### config.mk
export PLATFORM = sky130hd
export DESIGN_NAME = rail_handover_seq
export DESIGN_NICKNAME = d
export VERILOG_FILES = /design/src/rtl/rail_seq_pkg.sv /design/src/rtl/handover_timer.sv /design/src/rtl/handover_lane.sv /design/src/rtl/rail_handover_seq.sv
export SDC_FILE = /design/constraint.sdc
export NUM_CORES = 1
export LEC_CHECK = 0
export ABC_AREA = 1
export BUFFER_PORTS_ARGS = -buffer_cell sky130_fd_sc_hd__buf_2
export CORE_MARGIN = 2
export CORE_UTILIZATION = 51
export DETAILED_ROUTE_END_ITERATION = 7
export GPL_ROUTABILITY_DRIVEN = 0
export PLACE_DENSITY = 0.72
export SETUP_SLACK_MARGIN = 0.02
export SLEW_MARGIN = 10
export SYNTH_ARGS = -nofsm -noshare
export SYNTH_HDL_FRONTEND = slang
export SYNTH_SLANG_ARGS = --single-unit
export TNS_END_PERCENT = 100
### constraint.sdc
create_clock -name clk -period 1.5 [get_ports clk]
set_input_delay 0.3 -clock clk [delete_from_list [all_inputs] [get_ports clk]]
set_output_delay 0.3 -clock clk [all_outputs]
set_load 0.01 [all_outputs]
### src/rtl/rail_seq_pkg.sv
package rail_seq_pkg;
  typedef enum logic [1:0] {
    LANE_OFF  = 2'd0,
    LANE_MAIN = 2'd1,
    LANE_STBY = 2'd2,
    LANE_MOVE = 2'd3
  } lane_st_t;
endpackage

### src/rtl/handover_timer.sv
module handover_timer #(
  parameter int unsigned CW = 4
) (
  input  logic          clk,
  input  logic          rst_n,
  input  logic          clr,
  input  logic          load,
  input  logic [CW-1:0] load_val,
  output logic          expired
);
  logic [CW-1:0] left_q;

  always_ff @(posedge clk) begin
    if (!rst_n)              left_q <= '0;
    else if (clr)            left_q <= '0;
    else if (load)           left_q <= load_val;
    else if (left_q != '0)   left_q <= left_q - 1'b1;
  end

  assign expired = (left_q == '0);
endmodule

### src/rtl/handover_lane.sv
module handover_lane
  import rail_seq_pkg::*;
#(
  parameter int unsigned TIME_FROM_MAIN = 8,
  parameter int unsigned TIME_FROM_STBY = 4,
  parameter bit          MAKE_FIRST     = 1'b0
) (
  input  logic clk,
  input  logic rst_n,
  input  logic kill,
  input  logic req_en,
  input  logic req_main,
  output logic main_on,
  output logic stby_on
);
  localparam int unsigned TMAX = (TIME_FROM_MAIN > TIME_FROM_STBY) ? TIME_FROM_MAIN : TIME_FROM_STBY;
  localparam int unsigned CW   = $clog2(TMAX + 1);
  localparam logic [CW-1:0] LOAD_FROM_MAIN = CW'(TIME_FROM_MAIN - 1);
  localparam logic [CW-1:0] LOAD_FROM_STBY = CW'(TIME_FROM_STBY - 1);

  lane_st_t      st_q, st_d;
  logic          tgt_main_q, tgt_main_d;
  logic          start_move;
  logic [CW-1:0] load_val;
  logic          expired;

  always_comb begin
    st_d       = st_q;
    tgt_main_d = tgt_main_q;
    start_move = 1'b0;
    load_val   = LOAD_FROM_STBY;
    unique case (st_q)
      LANE_OFF: begin
        if (req_en) st_d = req_main ? LANE_MAIN : LANE_STBY;
      end
      LANE_MAIN, LANE_STBY: begin
        if (!req_en) begin
          st_d = LANE_OFF;
        end else if (req_main != (st_q == LANE_MAIN)) begin
          st_d       = LANE_MOVE;
          tgt_main_d = req_main;
          start_move = 1'b1;
          load_val   = (st_q == LANE_MAIN) ? LOAD_FROM_MAIN : LOAD_FROM_STBY;
        end
      end
      LANE_MOVE: begin
        if (expired) st_d = tgt_main_q ? LANE_MAIN : LANE_STBY;
      end
      default: st_d = LANE_OFF;
    endcase
  end

  always_ff @(posedge clk) begin
    if (!rst_n || kill) begin
      st_q       <= LANE_OFF;
      tgt_main_q <= 1'b0;
    end else begin
      st_q       <= st_d;
      tgt_main_q <= tgt_main_d;
    end
  end

  handover_timer #(.CW(CW)) u_timer (
    .clk      (clk),
    .rst_n    (rst_n),
    .clr      (kill),
    .load     (start_move),
    .load_val (load_val),
    .expired  (expired)
  );

  generate
    if (MAKE_FIRST) begin : g_overlap
      assign main_on = (st_q == LANE_MAIN) || (st_q == LANE_MOVE);
      assign stby_on = (st_q == LANE_STBY) || (st_q == LANE_MOVE);
    end else begin : g_dead
      assign main_on = (st_q == LANE_MAIN);
      assign stby_on = (st_q == LANE_STBY);
    end
  endgenerate
endmodule

### src/rtl/rail_handover_seq.sv
module rail_handover_seq #(
  parameter int unsigned DEAD_MAIN_TO_STBY = 1000,
  parameter int unsigned DEAD_STBY_TO_MAIN = 125,
  parameter int unsigned OVERLAP           = 750
) (
  input  logic clk,
  input  logic rst_n,
  input  logic kill,
  input  logic dual_req_en,
  input  logic dual_req_main,
  input  logic adj_req_en,
  input  logic adj_req_main,
  output logic dual_main_on,
  output logic dual_stby_on,
  output logic adj_main_on,
  output logic adj_stby_on
);
  logic dual_main_q, dual_stby_q, adj_main_q, adj_stby_q;

  handover_lane #(
    .TIME_FROM_MAIN (DEAD_MAIN_TO_STBY),
    .TIME_FROM_STBY (DEAD_STBY_TO_MAIN),
    .MAKE_FIRST     (1'b0)
  ) u_dual (
    .clk      (clk),
    .rst_n    (rst_n),
    .kill     (kill),
    .req_en   (dual_req_en),
    .req_main (dual_req_main),
    .main_on  (dual_main_q),
    .stby_on  (dual_stby_q)
  );

  handover_lane #(
    .TIME_FROM_MAIN (OVERLAP),
    .TIME_FROM_STBY (OVERLAP),
    .MAKE_FIRST     (1'b1)
  ) u_adj (
    .clk      (clk),
    .rst_n    (rst_n),
    .kill     (kill),
    .req_en   (adj_req_en),
    .req_main (adj_req_main),
    .main_on  (adj_main_q),
    .stby_on  (adj_stby_q)
  );

  assign dual_main_on = dual_main_q & ~kill;
  assign dual_stby_on = dual_stby_q & ~kill;
  assign adj_main_on  = adj_main_q  & ~kill;
  assign adj_stby_on  = adj_stby_q  & ~kill;
endmodule

Word level (Yosys, flattened, before mapping)
Index checks and enable logic that the tools add are counted.

$add $sub $neg: 2. Equal/unequal tests: 14. Mux-type cells: 28. Bitwise logic cells: 6. Reductions and logical operators: 20.

Operators with widths (number): two-way mux 10 bit (8); two-way mux 2 bit (12); zero test 10 bit (2); nonzero test 10 bit (2); subtractor 10 x 1 -> 10 bit, second input constant (2); one-hot mux 2 bit (3 select lines) (2); AND reduction 3 bit (4); equality test 2 bit, second input constant (4); two-way mux 1 bit (6); != test 3 x 2 -> 1 bit, second input constant (2); OR reduction 2 bit (3); bitwise AND 1 bit (4); equality test 2 x 1 -> 1 bit, second input constant (2); zero test 2 bit (2); != test 2 x 1 -> 1 bit, second input constant (2); != test 2 bit, second input constant (2); nonzero test 2 bit (2); logical OR 1 bit (3); OR reduction 3 bit (1); != test 1 bit (2); inverter 1 bit (2); zero test 1 bit (1).

Register bits after elaboration: 26. Bits of input ports: 7. Output and inout port bits: 4. Logic and storage cells: 77.

Depth between registers and ports, before layout
Depth in word-level cells: 6. Mapped depth: 10. Mapped depth without buffers: 10.

By module
A second synthesis with hierarchy kept.

Cell total of the unflattened synthesis: 337. Area total of the unflattened synthesis: 2052.0 sq um.

By module, submodules not included: handover_timer (times used 2, cells an instance 110, area an instance 689.4 sq um, seq. area each 200.2 sq um); handover_lane (u_dual) (times used 1, cells an instance 55, area an instance 329.1 sq um, seq. area each 60.1 sq um); handover_lane (u_adj) (times used 1, cells an instance 54, area an instance 314.1 sq um, seq. area each 60.1 sq um); rail_handover_seq (times used 1, cells an instance 8, area an instance 30.0 sq um, seq. area each 0.0 sq um).

Least setup slack after synthesis
No wires, ideal clock.

Path type: reg2reg. Start: register u_dual.st_q[1]. End: register u_dual.u_timer.left_q[9]. Arrival: 1.425 ns. Slack: -0.034 ns. Cell stages (with the launch flop): 11. Period minus slack after synthesis: 1.534 ns. Path through: dfxtp_1 > inv_1 > ha_1 > ha_1 > nor2_4 > inv_2 > nand3_4 > nand2_1 > inv_1 > nand2_1 > inv_1.

Cells in the longest elaborated chain, start to end: 6. Elaborated cells on any way between the ends: 13.

RTL lines: start: declaration (RTL line handover_lane.sv:21) `lane_st_t st_q, st_d;`; start signal: assignment (RTL line handover_lane.sv:58) `st_q <= st_d;`; equality test 2 x 1 -> 1 bit (RTL line handover_lane.sv:32, handover_lane.sv:39, handover_lane.sv:43); two-way mux 10 bit / != test 1 bit (equally long branches) (RTL line handover_lane.sv:43, handover_lane.sv:39); two-way mux 10 bit / two-way mux 1 bit (equally long branches) (RTL line handover_lane.sv:39) `end else if (req_main != (st_q == LANE_MAIN)) begin`; two-way mux 10 bit / two-way mux 1 bit (equally long branches) (RTL line handover_lane.sv:37) `if (!req_en) begin`; two-way mux 10 bit / two-way mux 1 bit (equally long branches) (RTL line handover_lane.sv:32) `unique case (st_q)`; two-way mux 10 bit / nonzero test 2 bit (equally long branches); end signal: assignment (RTL line handover_timer.sv:16) `else if (load) left_q <= load_val;`; end signal: assignment (RTL line handover_timer.sv:17) `else if (left_q != '0) left_q <= left_q - 1'b1;`; end: declaration (RTL line handover_timer.sv:11) `logic [CW-1:0] left_q;`.

Several ways; a longest one is shown, not always the timed one. A chain may end at the register's enable or synchronous reset.

Worst setup path in the final report
Start: register u_adj.st_q[0]. End: output adj_main_on.

Cells in the longest elaborated chain, start to end: 3. Elaborated cells on any way between the ends: 4.

RTL lines: start: declaration (RTL line handover_lane.sv:21); start signal: assignment (RTL line handover_lane.sv:58); equality test 2 x 1 -> 1 bit / equality test 2 bit (equally long branches) (RTL line handover_lane.sv:74) `assign main_on = (st_q == LANE_MAIN) || (st_q == LANE_MOVE);`; logical OR 1 bit (*) (RTL line handover_lane.sv:74); bitwise AND 1 bit (*) (RTL line rail_handover_seq.sv:50) `assign adj_main_on = adj_main_q & ~kill;`; end: declaration (RTL line rail_handover_seq.sv:15) `output logic adj_main_on,`.

Every way passes the cells marked *; elsewhere a longest branch is shown, timed or not.

==> impl_metrics.toml <==
[run_status]
status = "finished with violations"
violations = "setup timing"

[route]
drt_iter0_markers = 54
finalWirelength_mm = 3.85
ant_nets = 0
route.detailed.drc = 0
dr.pass1.iters = 4
wl_per_cell_microns = 11.3
viasPerCell = 4.86
vias = 1651

[clock_tree]
clock_sink_count = 26
clkTransAtPathRegs_ns = 0.15
clockBufferDepth = 2
cts_max_level = 1
cts_root_buf = "clkbuf_4"
cts_buffers = 3
worst_skew_pair.late_latency_ns = 0.33
tritoncts = "done"

[grt]
grt_pass1_wl_mm = 5.97
grt_start_max_net_pins = 15
grt_pass1_vias = 1457
grtUsageTotal = 0.206
overflow = 0
antenna_found_initial = 0

[sta]
fin_ws_ns = -0.0625
max_slew_margin = 0.781
slew_viol_final = 0
rsz0062_at_grt = "true"
hold_viol = 0
finClkSkew_ns = 0.00169
setup_viol = 4
fmax_mhz = 640
worst_pin_slew_ns = 0.328
period_share = 1.04
min_period_ns = 1.56
setup_tns_ns = -0.203

[logic_synthesis]
synthDistinctLibCells = 23
synth.avg_cell_area_sq_um = 6.46
ys_seq_area_frac = 0.304
syn_inst = 265
syn-num-nets = 284
yosys_warnings = 0
syn-cell-area_sq_um = 1710
ys_ff_latch = 26

[critical_path]
critical_path.top_delay_family = "flip-flops"
startpoint = "u_adj.st_q[0]"
critPathCapture = "adj_main_on"
path_buf_inv = 3
end_kind = "primary output"
rr_endpoint = "u_adj.st_q[1]"
start_kind = "flop"
cp_max_fo = 4
worstPathRequired_ns = 1.20
reg2reg_from = "u_adj.st_q[1]"
cp_num_cells = 5
critPathMaxStageDelay_ns = 0.37
critical_path_class = "reg2out"
r2r_cells = 9
crit_arrival_ns = 1.26
path_cells = "buf_6 -> ha_4 -> inv_2 -> a21oi_2 -> buf_2"
worst_path_max_delay_cell = "dfxtp_2"
reg2reg_slack_ns = -0.04

[die]
io_pins = 11
core_area_sq_um = 3280
rows = 21
initial_core_util = 0.521
die_x_microns = 61.9
dieHeight_microns = 61.9
dieArea_sq_um = 3840

[power_and_ir_drop]
switching_share = 0.504
total_power_mw = 5.12
power_density_nw_per_um2 = 2390
pwr-share-comb = 0.695
p_leak_nw = 1.02
clkPwrFrac = 0.073
p_int_mw = 2.54
p_seq_frac = 0.233
peakVddDrop_uv = 991
p_switching_mw = 2.58

[flow_run]
maxCapViolations = 0

[cells_and_area]
final_util = 0.651
fill_cells = 294
insertedDiodeCount = 0
final_layout_size_suffix_gt1_frac = 0.265
area_delta_synth_final_pct = 25.0
nets = 314

[hold_path]
min_path_type = "in2reg"
hold_depth = 3

[place]
hpwl_mm = 2.57
io_buffers = 10
-- power by group through the flow --
stage	Sequential, mW	Clock, mW	Combinational (mW)
final	1.19	0.372	3.56
after global routing	1.23	0.425	4.10
after CTS	1.18	0.391	3.24
after detailed placement	1.19	0	3.19
after global placement	1.19	0	3.17
after floorplan	1.14	0	2.66
-- per-stage QoR --
step	cell area [sq um]	hold slack [ns]	setup slack, ns	std cells
2_1_floorplan	1730	0.437	0.0417	265
3_3_place_gp	1900	0.470	0.0163	329
3_5_place_dp	1900	0.471	-0.0459	329
4_1_cts	2010	0.220	-0.0564	335
5_1_grt	2140	0.220	-0.136	340
6_report	2140	0.232	-0.0625	340
-- registers in the layout (all words and copies together), names as in the netlist --
name,cells
u_adj.st_q,2
u_adj.tgt_main_q,1
u_adj.u_timer.left_q,10
u_dual.st_q,2
u_dual.tgt_main_q,1
u_dual.u_timer.left_q,10
-- cells in the mapped netlist --
cell | instances | area [sq um]
nand2_1 | 56 | 210
nor2_1 | 43 | 161
inv_1 | 39 | 146
dfxtp_1 | 26 | 521
nand3_1 | 25 | 125
a21oi_1 | 22 | 110
ha_1 | 12 | 150
o21ai_0 | 12 | 60.1
inv_2 | 4 | 15.0
nor2_2 | 4 | 25.0
nand2_2 | 3 | 18.8
nand3_2 | 3 | 30.0
nor2_4 | 3 | 33.8
a21boi_1 | 2 | 15.0
nand4_1 | 2 | 12.5
xor2_1 | 2 | 17.5
a211oi_1 | 1 | 7.51
buf_2 | 1 | 5.00
buf_6 | 1 | 11.3
nand3_4 | 1 | 17.5
nand3b_1 | 1 | 7.51
o21ai_1 | 1 | 5.00
or2_2 | 1 | 6.26
-- per-layer routing --
| layer | GRT usage | up-vias | share of wire |
|---|---|---|---|
| met1 | 0.282 | 716 | 0.47 |
| li1 | - | 896 | - |
| met3 | 0.0311 | 7 | 0.030 |
| met5 | 0 | - | 0 |
| met4 | 0.0790 | 0 | 0.017 |
| met2 | 0.328 | 32 | 0.48 |
-- placed cells by master (no fill, tap or decap) --
| master | instances |
|---|---|
| a21oi_4 | 1 |
| inv_4 | 3 |
| nor2_1 | 40 |
| nand2_2 | 7 |
| buf_4 | 14 |
| dfxtp_1 | 21 |
| nand3_2 | 2 |
| nor2_2 | 4 |
| nand3b_1 | 1 |
| a21oi_1 | 20 |
| nor2_4 | 6 |
| ha_1 | 4 |
| nand3_1 | 25 |
| clkbuf_4 | 3 |
| buf_2 | 10 |
| inv_2 | 7 |
| buf_6 | 3 |
| a21oi_2 | 1 |
| dfxtp_2 | 4 |
| a21boi_1 | 2 |
| a211oi_1 | 1 |
| o21ai_1 | 1 |
| clkbuf_8 | 1 |
| ha_2 | 1 |
| dfxtp_4 | 1 |
| xor2_1 | 2 |
| nand3_4 | 2 |
| nand4_1 | 2 |
| o21ai_0 | 12 |
| ha_4 | 7 |
| or2_2 | 1 |
| nand2_1 | 52 |
| inv_1 | 33 |
-- repair_timing --
item                       CTS  global route
resized for setup           19            23
hold buffers                 0             0
setup endpoints to repair   12            26
setup buffers                2             5
pin swaps                    4            11
-- worst min path at each step --
stage / start / slack (ns) / to
floorplan: adj_req_main / 0.44 / u_adj.tgt_main_q
global placement: u_dual.u_timer.left_q[0] / 0.47 / u_dual.u_timer.left_q[0]
detailed placement: u_dual.u_timer.left_q[0] / 0.47 / u_dual.u_timer.left_q[0]
CTS: adj_req_main / 0.22 / u_adj.tgt_main_q
global route: adj_req_main / 0.22 / u_adj.tgt_main_q
finish: adj_req_main / 0.23 / u_adj.tgt_main_q
-- kinds of logic (layout without fill, tap and decap cells) --
kind of cell               Yosys count  in the layout  synth area share
and+or+nand+nor                    142            142             0.379
buffers and inverters               45             74             0.104
AOI/OAI and AO/OA                   38             38             0.115
DFF                                 26             26             0.304
adders and majority gates           12             12            0.0877
xor gates and xnor gates             2              2            0.0102
-- worst min-delay path, delay by kind of cell --
family | cells | cell delay [ns]
buffers and inverters | 2 | 0.17
AO/OA/AOI/OAI | 1 | 0.06
-- cell type report --
type | instances | area (sq um) | share of cell area
Clock buffer | 4 | 36.3 | 0.0170
Timing Repair Buffer | 27 | 189 | 0.0883
Multi-Input combinational cell | 194 | 1160 | 0.542
Tap cell | 46 | 57.6 | 0.0269
Inverter | 43 | 169 | 0.0789
Sequential cell | 26 | 529 | 0.247
Note: power is estimated with default switching activity, not from simulation.
